<file path="src/rtl/baud_pkg.sv">
package baud_pkg;
  localparam int BAUD_DATA_W = 8;
  localparam int BAUD_DIV_W  = 13;
  localparam int BAUD_OVS    = 16;
  localparam logic [7:0] BAUD_HI_RST = 8'h00;
  localparam logic [7:0] BAUD_LO_RST = 8'h04;

  // Bit positions of the control fields in the upper register
  localparam int BRK_IE_BIT  = 7;
  localparam int EDGE_IE_BIT = 6;
  localparam int STOP_BIT    = 5;

  // Advance a modulo counter, wrapping at a given limit
  function automatic int unsigned wrap_inc(input int unsigned val, input int unsigned limit);
    return (val + 1 >= limit) ? 0 : val + 1;
  endfunction
endpackage

</file>
<file path="src/rtl/baud_regs.sv">
module baud_regs #(
  parameter int DATA_W = 8,
  parameter int DIV_W  = 13,
  parameter logic [DATA_W-1:0] HI_RST = '0,
  parameter logic [DATA_W-1:0] LO_RST = 8'h04
) (
  input  logic              clk,
  input  logic              rst_n,
  input  logic              hi_wr,
  input  logic              lo_wr,
  input  logic [DATA_W-1:0] wdata,
  output logic [DATA_W-1:0] hi_q,
  output logic [DIV_W-1:0]  div_q,
  output logic              load_ev
);
  localparam int HI_W = DIV_W - DATA_W;

  logic pend_q;

  // Merge the low byte with either the staged upper bits or the current ones
  function automatic logic [DIV_W-1:0] merge_div(
    input logic              use_stage,
    input logic [HI_W-1:0]   stage_bits,
    input logic [HI_W-1:0]   cur_bits,
    input logic [DATA_W-1:0] low_bits
  );
    return {(use_stage ? stage_bits : cur_bits), low_bits};
  endfunction

  assign load_ev = lo_wr;

  always_ff @(posedge clk) begin
    if (!rst_n) begin
      hi_q   <= HI_RST;
      pend_q <= 1'b0;
      div_q  <= {HI_RST[HI_W-1:0], LO_RST};
    end else begin
      if (lo_wr) begin
        div_q <= merge_div(pend_q, hi_q[HI_W-1:0], div_q[DIV_W-1:DATA_W], wdata);
      end
      if (hi_wr) begin
        hi_q   <= wdata;
        pend_q <= 1'b1;
      end else if (lo_wr) begin
        pend_q <= 1'b0;
      end
    end
  end

  AST_STAGE_ONLY: assert property (@(posedge clk) disable iff (!rst_n)
    (hi_wr && !lo_wr) |=> $stable(div_q));
  AST_KEEP_UPPER: assert property (@(posedge clk) disable iff (!rst_n)
    (lo_wr && !pend_q) |=> (div_q[DIV_W-1:DATA_W] == $past(div_q[DIV_W-1:DATA_W])));
  AST_LOW_LOAD: assert property (@(posedge clk) disable iff (!rst_n)
    lo_wr |=> (div_q[DATA_W-1:0] == $past(wdata)));
endmodule

</file>
<file path="src/rtl/baud_arm.sv">
module baud_arm (
  input  logic clk,
  input  logic rst_n,
  input  logic tx_en,
  input  logic rx_en,
  output logic armed
);
  always_ff @(posedge clk) begin
    if (!rst_n)               armed <= 1'b0;
    else if (tx_en || rx_en)  armed <= 1'b1;
  end

  AST_ARM_STICKY: assert property (@(posedge clk) disable iff (!rst_n)
    armed |=> armed);
endmodule

</file>
<file path="src/rtl/baud_prescale.sv">
module baud_prescale #(
  parameter int DIV_W = 13,
  parameter int OVS   = 16
) (
  input  logic             clk,
  input  logic             rst_n,
  input  logic             run,
  input  logic             reload,
  input  logic [DIV_W-1:0] div_q,
  output logic             sample_tick,
  output logic             bit_tick
);
  import baud_pkg::*;
  localparam int SUB_W = (OVS > 1) ? $clog2(OVS) : 1;

  logic [DIV_W-1:0] cnt_q;
  logic [SUB_W-1:0] sub_q;
  logic             term_ev;
  logic             sub_wrap_ev;

  // Last count of a period of length d
  function automatic logic at_terminal(input logic [DIV_W-1:0] c, input logic [DIV_W-1:0] d);
    return c == (d - DIV_W'(1));
  endfunction

  assign term_ev     = run && at_terminal(cnt_q, div_q);
  assign sub_wrap_ev = (int'(sub_q) == OVS - 1);
  assign sample_tick = term_ev;
  assign bit_tick    = term_ev && sub_wrap_ev;

  always_ff @(posedge clk) begin
    if (!rst_n || !run || reload) begin
      cnt_q <= '0;
      sub_q <= '0;
    end else if (term_ev) begin
      cnt_q <= '0;
      sub_q <= SUB_W'(wrap_inc(int'(sub_q), OVS));
    end else begin
      cnt_q <= cnt_q + DIV_W'(1);
    end
  end

  AST_TICK_GAP: assert property (@(posedge clk) disable iff (!rst_n)
    (sample_tick && div_q > DIV_W'(1) && !reload) |=> !sample_tick);
  AST_BIT_GAP: assert property (@(posedge clk) disable iff (!rst_n)
    bit_tick |=> !bit_tick);
  AST_RELOAD_QUIET: assert property (@(posedge clk) disable iff (!rst_n)
    reload |=> (!sample_tick || div_q == DIV_W'(1)));
endmodule

</file>
<file path="src/rtl/uart_baud_gen.sv">
module uart_baud_gen #(
  parameter int DATA_W = baud_pkg::BAUD_DATA_W,
  parameter int DIV_W  = baud_pkg::BAUD_DIV_W,
  parameter int OVS    = baud_pkg::BAUD_OVS
) (
  input  logic              clk,
  input  logic              rst_n,
  input  logic              hi_wr,
  input  logic              lo_wr,
  input  logic [DATA_W-1:0] wdata,
  input  logic              tx_en,
  input  logic              rx_en,
  output logic [DATA_W-1:0] hi_rdata,
  output logic              sample_tick,
  output logic              bit_tick,
  output logic              brk_irq_en,
  output logic              edge_irq_en,
  output logic              two_stop
);
  import baud_pkg::*;

  logic [DATA_W-1:0] hi_q;
  logic [DIV_W-1:0]  div_q;
  logic              load_ev;
  logic              armed;
  logic              run;

  baud_regs #(
    .DATA_W (DATA_W),
    .DIV_W  (DIV_W),
    .HI_RST (DATA_W'(BAUD_HI_RST)),
    .LO_RST (DATA_W'(BAUD_LO_RST))
  ) u_regs (
    .clk     (clk),
    .rst_n   (rst_n),
    .hi_wr   (hi_wr),
    .lo_wr   (lo_wr),
    .wdata   (wdata),
    .hi_q    (hi_q),
    .div_q   (div_q),
    .load_ev (load_ev)
  );

  baud_arm u_arm (
    .clk   (clk),
    .rst_n (rst_n),
    .tx_en (tx_en),
    .rx_en (rx_en),
    .armed (armed)
  );

  assign run = armed && (div_q != '0);

  baud_prescale #(
    .DIV_W (DIV_W),
    .OVS   (OVS)
  ) u_pre (
    .clk         (clk),
    .rst_n       (rst_n),
    .run         (run),
    .reload      (load_ev),
    .div_q       (div_q),
    .sample_tick (sample_tick),
    .bit_tick    (bit_tick)
  );

  assign hi_rdata    = hi_q;
  assign brk_irq_en  = hi_q[BRK_IE_BIT];
  assign edge_irq_en = hi_q[EDGE_IE_BIT];
  assign two_stop    = hi_q[STOP_BIT];

  AST_IDLE_UNARMED: assert property (@(posedge clk) disable iff (!rst_n)
    (!armed && !tx_en && !rx_en) |=> !sample_tick);
  AST_ZERO_QUIET: assert property (@(posedge clk) disable iff (!rst_n)
    (div_q == '0) |-> (!sample_tick && !bit_tick));
  AST_BIT_ON_SAMPLE: assert property (@(posedge clk) disable iff (!rst_n)
    bit_tick |-> (sample_tick && armed));
endmodule

</file>
<file path="config.mk">
export PLATFORM = sky130hd
export DESIGN_NAME = uart_baud_gen
export DESIGN_NICKNAME = d
export VERILOG_FILES = /design/src/rtl/baud_pkg.sv /design/src/rtl/baud_regs.sv /design/src/rtl/baud_arm.sv /design/src/rtl/baud_prescale.sv /design/src/rtl/uart_baud_gen.sv
export SDC_FILE = /design/constraint.sdc
export NUM_CORES = 1
export LEC_CHECK = 0
export BUFFER_PORTS_ARGS = -buffer_cell sky130_fd_sc_hd__buf_2
export CAP_MARGIN = 20
export CORE_MARGIN = 1.5
export CORE_UTILIZATION = 52
export DETAILED_ROUTE_END_ITERATION = 10
export PLACE_DENSITY = 0.78
export SLEW_MARGIN = 20
export SYNTH_ARGS = -nofsm -noshare
export SYNTH_HDL_FRONTEND = slang
export SYNTH_SLANG_ARGS = --single-unit
</file>
<file path="constraint.sdc">
create_clock -name clk -period 2.8 [get_ports clk]
set_input_delay 0.84 -clock clk [delete_from_list [all_inputs] [get_ports clk]]
set_output_delay 0.84 -clock clk [all_outputs]
set_load 0.005 [all_outputs]
</file>
### After elaboration in Yosys (flattened, before gate mapping)

Index checks and enable logic that the tools add are counted.

* add/sub/neg operators: 3
* magnitude comparators: 1
* eq/ne operators: 2
* muxes and demuxes: 3
* reduce and logical (&&, ||, !) cells: 12

Operators with widths (number)
* 13-bit by 1-bit adder with 13-bit output (second input constant): 1
* 13-bit == test: 1
* 13-bit nonzero test: 1
* 13-bit by 1-bit subtractor with 13-bit output (second input constant): 1
* 4-bit by 1-bit adder with 5-bit output (second input constant): 1
* 5-bit >= comparator (second input constant): 1
* 4-bit by 1-bit == test with 1-bit output (second input constant): 1
* 4-bit 2-to-1 mux: 1
* 1-bit logical AND: 3
* 1-bit logical OR: 3
* 1-bit zero test: 2
* 1-bit 2-to-1 mux: 2
* 2-bit AND reduction: 1
* 2-bit nonzero test: 1
* 2-bit OR reduction: 1

* flip-flop bits (word level): 40
* bits of input ports: 14

### Longest topological paths before layout

Gate-level depths: netlist of run 1.

* word-level depth: 6
* gate-level depth with buffers: 10
* mapped depth without buffers: 9

### Cells and area by module

A second synthesis of run 1 with hierarchy kept.

* cells, all modules: 245
* area total of the unflattened synthesis: 2366.0 um^2

By module, submodules not included
* baud_prescale: instances 1, cells an instance 155, area each 1402.6 um^2, sequential area each 340.3 um^2
* baud_regs: instances 1, cells an instance 79, area each 878.3 um^2, sequential area each 440.4 um^2
* uart_baud_gen: instances 1, cells an instance 9, area each 56.3 um^2, sequential area each 0.0 um^2
* baud_arm: instances 1, cells an instance 2, area each 28.8 um^2, sequential area each 20.0 um^2

### Worst setup path after synthesis of run 1

OpenSTA, ideal clock, no wires.

* path kind: register -> output
* start: register u_regs.div_q[0]
* end: output bit_tick
* arrival: 2.121 ns
* data required time: 1.960 ns
* path slack: -0.161 ns
* cell stages (with the launch flop): 10
* buffers on the path: 1
* cells stage by stage: dfxtp_1 inv_1 ha_1 or3b_1 a211oi_1 o2111ai_1 a2111oi_4 o211ai_2 buf_2 nor2_1

* cells in the longest elaborated chain, start to end: 4
* elaborated cells on any way between the ends: 6
* classes of those cells: add/sub (1); eq/ne (1); reduce/logical (4)

Ends and longest elaborated chain
* start, declared: line baud_regs.sv:13 `output logic [DIV_W-1:0] div_q,`
* start signal, assigned: line baud_regs.sv:36 `div_q <= {HI_RST[HI_W-1:0], LO_RST};`
* start signal, assigned: line baud_regs.sv:39 `div_q <= merge_div(pend_q, hi_q[HI_W-1:0], div_q[DIV_W-1:DATA_W], wdata);`
* 13-bit by 1-bit subtractor with 13-bit output / 13-bit nonzero test (equally long branches): line baud_prescale.sv:23, uart_baud_gen.sv:52
* 13-bit == test / 1-bit logical AND (equally long branches): line baud_prescale.sv:23, uart_baud_gen.sv:52
* 1-bit logical AND *: line baud_prescale.sv:26 `assign term_ev = run && at_terminal(cnt_q, div_q);`
* 1-bit logical AND *: line baud_prescale.sv:29 `assign bit_tick = term_ev && sub_wrap_ev;`
* end, declared: line uart_baud_gen.sv:15 `output logic bit_tick,`

Every way passes the cells marked *; elsewhere a longest branch is shown, timed or not.

### Worst setup path in the final report of run 1

* start: register u_regs.div_q[1]
* end: output bit_tick

Same word-level chain as after synthesis.

==> results.md, run 1 <==
- Die ar.: 4490 um^2
- Type of the most critical hold path: reg -> reg
- Cts bufs inserted: 5
- Clk slew on worst S/H paths: 0.08 ns
- Critical Path Start: u_regs.div_q[1]
- Power, Total: 1.31 mW
- Pins Over Slew Limit: 0
- Register bit total from synthesis: 40
- Pre-CTS WS: -0.218 ns
- Yosys warnings: 0
- Worst hold slack: 0.504 ns
- Final hold vios: 0
- Worst Setup Start Kind: register
- Post-synthesis cell type count: 42
- PD cells: 480 nW/um^2
- Status: finished, violations left
- # rows: 23
- Clock tree from TritonCTS: done
- Post-Place Cell Area: 2500 um^2
- Synth Area in Simple Gates: 0.267
- Final setup fails: 3
- Antenna Nets Post-Route: 0
- Post-layout min period: 3.33 ns
- Layout cell share with drive strength beyond 1: 0.308
- # nets final: 309
- Synth Instances: 235
- Static Leak: 1.15 nW
- Slowest cell on crit path: a2111oi_4
- Placed insts: 327
- Crit path max fanout: 4
- Worst R2R Start: u_regs.div_q[1]
- Synth Area in Compound Gates: 0.0964
- Maxcap violations: 0
- Synth-to-layout area growth: 28.6%
- Gr usage total: 0.249
- Top-count cell post-synth: dfxtp_1
- Fraction of registers with async set/reset: 0
- Part of the cycle the worst path needs: 1.19
- Critical path cell sequence: inv_4 -> ha_4 -> buf_6 -> or3b_4 -> a211oi_2 -> o2111ai_2 -> a2111oi_4 -> o211ai_4 -> nor2_4 -> buf_2
- Commonest cells in the netlist: 40 x dfxtp_1, 21 x nor2_1, 17 x mux2i_1, 17 x xnor2_1, 16 x nor2b_1
- Clock Skew: 0.00747 ns
- Seq/Total Area, Yosys: 0.376
- Worst Hold Launch: u_regs.div_q[11]
- Largest net degree at the start of global routing: 25
- VDD IR-drop max: 0.446 mV
- DP HPWL: 3.65 mm
- Critical path class: reg -> out
- Worst slew pin tran: 0.521 ns
- Max Root-Sink Buffers: 2
- CP Capture Type: output pin
- Total gr overflow: 0
- Clock sink count: 40
- Max_slew headroom: 0.650
- Design area: 2740 um^2
- Worst Path Arrival: 2.49 ns
- Post-synthesis mux area share: 0.0852
- Area leader, netlist: dfxtp_1
- Die height: 67.0 um
- Cell Area, Synth: 2130 um^2
- Synth Flop Type: dfxtp_1
- Drt pass-1 iters: 4
- Fmax: 300 MHz
- CTS Root Buffer Type: clkbuf_8
- Synthesized net count: 253
- I/O pins: 27
- RePlAce Congestion: 0.876
- Initial antenna violation count: 0
- Synth Area in Adders: 0.0235
- Non-filler cells, final: 342
- EDFF count, synth: 0
- Failing checks: negative setup slack
- Ant. Diodes: 0
- Core area: 3970 um^2
- Drt total wl: 5.05 mm
- Via count: 1813
- Crit-path max cell delay: 0.41 ns
- Synth area leaders: dfxtp_1 38%, mux2i_1 8.0%, xnor2_1 7.0%
- Initial core utilization: 0.536
- Synth top area share: 0.376
- PortBufs: 26
- CTS Hold Bufs: 0
- Final setup TNS: -1.06 ns
- Syn Area/Cell: 9.06 um^2
- Required @ worst endpoint: 1.96 ns
- Synth Area in XOR/XNOR: 0.107
- WL/cell: 14.8 um
- Vias in the first global route: 1756
- Final Core Density: 0.689
- Unrepaired setup endpoints after global routing: true
- First-pass GRT wire length: 8.07 mm
- Fin worst setup slack: -0.531 ns
- Main combinational cell family by area after synthesis: simple AND/OR/NAND/NOR gates
- Post-route DRC: 0
- H-tree level count: 2
- DR iter-0 viols: 85
- Clock latency on the worst-skew pair: 0.30 ns
- Via density: 5.30
- DIE WIDTH: 67.0 um
==> critical path: cells and delay by family, from the launching register on <==
kind                       cells  cell delay, ns
DFF                            1            0.36
adders and majority gates      1            0.14
and+or+nand+nor                2            0.49
AOI/OAI and AO/OA              4            0.94
buffers and inverters          3            0.26
==> where the power goes <==
part           internal [mW]  total [mW]  switching (mW)
Sequential             0.586       0.607          0.0216
Combinational          0.102       0.192          0.0905
Clock                  0.314       0.515           0.200
==> state kept, by name (all words and copies together), names as in the netlist <==
| name | cells |
|---|---|
| u_pre.cnt_q | 13 |
| u_pre.sub_q | 4 |
| u_regs.hi_q | 8 |
| u_arm.armed | 1 |
| u_regs.div_q | 13 |
| u_regs.pend_q | 1 |
==> cell families (layout without fill, tap and decap cells) <==
logic type,after synthesis,count (layout)
adder cells (fa/ha/maj),4,4
multiplexers,18,18
buffers and inverters,20,77
flip-flops,40,40
XOR/XNOR,26,26
AND/OR/NAND/NOR,100,100
AO/OA/AOI/OAI,27,27
==> metal layers <==
metal / track usage / wire length [um]
met3: 0.0557 / 213
met4: 0.0969 / 80
met1: 0.292 / 2190
met5: 0 / 0
met2: 0.438 / 2560
==> final timing paths <==
path	end	depth (start not counted)	slack, ns
worst max-delay path	bit_tick	10	-0.53
worst min-delay path	u_regs.div_q[11]	2	0.50
worst max register to register	u_pre.sub_q[2]	12	-0.02
worst min register to register	u_regs.div_q[11]	2	0.50
==> cell type report <==
type	instances	area [um^2]
clock buffers	7	96.3
clock inverters	1	30.0
fillers	313	1230
inverters	7	31.3
multi-input cells	175	1300
flip-flops and latches	40	808
well taps	50	62.6
repair buffers	62	408
==> repair_timing <==
action / 4_1_cts / 5_1_grt
gates cloned: 0 / 0
endpoints found under the setup margin: 2 / 5
buffers inserted: 6 / 1
resized for setup: 8 / 5
pin swaps: 2 / 0
==> cell usage in the layout (no fill, tap or decap), types with 2 or more instances in the layout <==
cell and n:
a21boi_0 6, a21oi_1 8, and3_1 5, and4_1 3, buf_2 26, buf_4 34, buf_6 2, clkbuf_8 7
dfxtp_1 38, dfxtp_4 2, ha_1 3, inv_1 5, inv_4 2, mux2i_1 17, nand2_1 15, nand3_1 14
nand4_1 3, nand4b_1 2, nor2_1 20, nor2b_1 16, nor4_1 4, nor4b_1 2, o21ai_0 3, o31a_1 2
or3_1 3, or4_4 2, xnor2_1 17, xor2_1 9
Note: power is estimated with default switching activity, not from simulation.
==> run 2, diff against run 1 <==
--- a/config.mk
+++ b/config.mk
@@ -7,6 +7,7 @@
 export LEC_CHECK = 0
 export BUFFER_PORTS_ARGS = -buffer_cell sky130_fd_sc_hd__buf_2
 export CAP_MARGIN = 20
+export CORE_ASPECT_RATIO = 1.25
 export CORE_MARGIN = 1.5
 export CORE_UTILIZATION = 52
 export DETAILED_ROUTE_END_ITERATION = 10
==> results.md, run 2 (synthesis gave the netlist of run 1 again) <==
- CP Capture Type: output pin (unchanged)
- Static Leak: 1.16 nW (was 1.15 nW)
- Worst R2R Start: u_regs.div_q[1] (unchanged)
- DP HPWL: 3.76 mm (was 3.65 mm)
- Worst hold slack: 0.494 ns (was 0.504 ns)
- Die height: 74.6 um (was 67.0 um)
- CP Capture Point: bit_tick (unchanged)
- Max Root-Sink Buffers: 2 (unchanged)
- Required @ worst endpoint: 1.96 ns (about the same)
- Antenna Nets Post-Route: 0 (unchanged)
- Cts bufs inserted: 5 (unchanged)
- Most frequent cells in the layout: 40 x buf_4, 38 x dfxtp_1, 26 x buf_2 (was 38 x dfxtp_1, 34 x buf_4, 26 x buf_2)
- H-tree level count: 2 (unchanged)
- VDD IR-drop max: 0.317 mV (was 0.446 mV)
- Clock Skew: 0.00683 ns (was 0.00747 ns)
- FF-to-FF path depth: 13 (was 12)
- Drt total wl: 5.09 mm (was 5.05 mm)
- Critical Path Start: u_regs.div_q[1] (unchanged)
- Critical path class: reg -> out (unchanged)
- Via density: 5.41 (was 5.30)
- Initial antenna violation count: 0 (unchanged)
- Met1 GRT Util: 0.255 (was 0.292)
- RePlAce Congestion: 0.965 (was 0.876)
- Max_slew headroom: 0.730 (was 0.650)
- Critical R2R Capture: u_pre.sub_q[0] (was u_pre.sub_q[2])
- Fill cells: 303 (was 313)
- Largest net degree at the start of global routing: 25 (unchanged)
- DR iter-0 viols: 74 (was 85)
- Worst reg-to-reg setup slack: -0.22 ns (was -0.02 ns)
- Post-layout min period: 3.24 ns (was 3.33 ns)
- Most common cell after layout, fill and taps aside: buf_4 (was dfxtp_1)
- Grt met3 use: 0.0383 (was 0.0557)
- Final setup TNS: -1.37 ns (was -1.06 ns)
- GRT met2 Usage: 0.478 (was 0.438)
- I/O pins: 27 (unchanged)
- Vias in the first global route: 1876 (was 1756)
- Part of the cycle the worst path needs: 1.16 (was 1.19)
- Layout cell share with drive strength beyond 1: 0.327 (was 0.308)
- # rows: 25 (was 23)
- PortBufs: 26 (unchanged)
- Crit path max fanout: 4 (unchanged)
- # nets final: 314 (was 309)
- Via count: 1900 (was 1813)
- Clock sink count: 40 (unchanged)
- Maxcap violations: 0 (unchanged)
- Failing checks: negative setup slack (unchanged)
- Clk slew on worst S/H paths: 0.08 ns (about the same)
- Total gr overflow: 0 (unchanged)
- Busiest grt layer: met2 (unchanged)
- CTS Root Buffer Type: clkbuf_8 (unchanged)
- Fin worst setup slack: -0.440 ns (was -0.531 ns)
- Synth-to-layout area growth: 31.0% (was 28.6%)
- DIE WIDTH: 60.2 um (was 67.0 um)
- Initial core utilization: 0.553 (was 0.536)
- Clock tree from TritonCTS: done (unchanged)
- Worst slew pin tran: 0.403 ns (was 0.521 ns)
- First-pass GRT wire length: 8.25 mm (was 8.07 mm)
- Pins Over Slew Limit: 0 (unchanged)
- Final hold vios: 0 (unchanged)
- Worst Path Arrival: 2.40 ns (was 2.49 ns)
- Fmax: 309 MHz (was 300 MHz)
- Final setup fails: 5 (was 3)
- Drt pass-1 iters: 4 (unchanged)
- Post-route DRC: 0 (unchanged)
- Die ar.: 4490 um^2 (about the same)
- Core area: 3850 um^2 (was 3970 um^2)
- PD cells: 462 nW/um^2 (was 480 nW/um^2)
- CTS Hold Bufs: 0 (unchanged)
- Clock latency on the worst-skew pair: 0.30 ns (about the same)
- Regs by FF count: u_pre.cnt_q x13, u_regs.div_q x13, u_regs.hi_q x8 (unchanged)
- WL/cell: 14.5 um (was 14.8 um)
- Worst Setup Start Kind: register (unchanged)
- Type of the most critical hold path: reg -> reg (unchanged)
- Status: finished, violations left (unchanged)
- Unrepaired setup endpoints after global routing: true (unchanged)
- Ant. Diodes: 0 (unchanged)
- Gr usage total: 0.246 (was 0.249)
run 2: cell types whose count changed in the layout (fill, tap and decap cells not counted), sizes merged:
cell and delta:
clkinvlp +1, buf +5, inv +1, clkbuf -2
run 2: worst max-delay path: stages, from the launching register on:
cell       delay, ns
dfxtp_4         0.37
buf_4           0.13
nor4_2          0.23
buf_4           0.15
a21oi_1         0.07
or4_4           0.55
a2111oi_4       0.26
o211ai_4        0.15
nor2_4          0.09
buf_2           0.11
run 2: area by class of cell:
class	instances	area, um^2	area share
inverters	7	31.3	0.0112
flip-flops and latches	40	808	0.290
multi-input cells	175	1330	0.475
repair buffers	67	442	0.158
well taps	54	67.6	0.0242
clock inverters	3	46.3	0.0166
clock buffers	5	68.8	0.0247
run 2: metrics by stage:
stage	cell area, um^2	power (mW)	setup slack, ns	cells	util
6_report	2790	1.29	-0.440	351	0.725
5_1_grt	2790	1.33	-0.581	351	0.725
4_1_cts	2750	1.29	-0.428	349	0.714
3_5_place_dp	2530	0.797	-0.347	334	0.658
3_3_place_gp	2530	0.791	-0.311	334	0.658
2_1_floorplan	2170	0.724	-0.109	235	-
run 2: how the worst min path moves through the flow:
stage	start	endpoint	slack [ns]	cells after the start
final	u_regs.hi_q[4]	u_regs.div_q[12]	0.49	2
after global routing	u_regs.hi_q[4]	u_regs.div_q[12]	0.54	2
after CTS	u_regs.hi_q[4]	u_regs.div_q[12]	0.50	2
after detailed placement	u_regs.hi_q[4]	u_regs.div_q[12]	0.49	2
after global placement	u_regs.hi_q[2]	u_regs.div_q[10]	0.48	2
after floorplan	u_pre.cnt_q[0]	u_pre.cnt_q[0]	0.46	1
run 2: routing by layer:
layer / wire [um] / up-vias / share of wire
met3: 183 / 13 / 0.036
met2: 2790 / 47 / 0.55
li1: - / 936 / -
met4: 112 / 0 / 0.022
met1: 2010 / 904 / 0.39
met5: 0 / - / 0
run 2: power breakdown:
| part | total, mW | switching (mW) | internal, mW |
|---|---|---|---|
| clock network | 0.491 | 0.223 | 0.269 |
| registers | 0.606 | 0.0208 | 0.586 |
| logic | 0.193 | 0.0892 | 0.103 |
run 2: what timing repair did:
action / CTS / global route
setup buffers: 7 / 2
resized for setup: 10 / 7
pin swaps: 3 / 2
endpoints found under the setup margin: 3 / 6
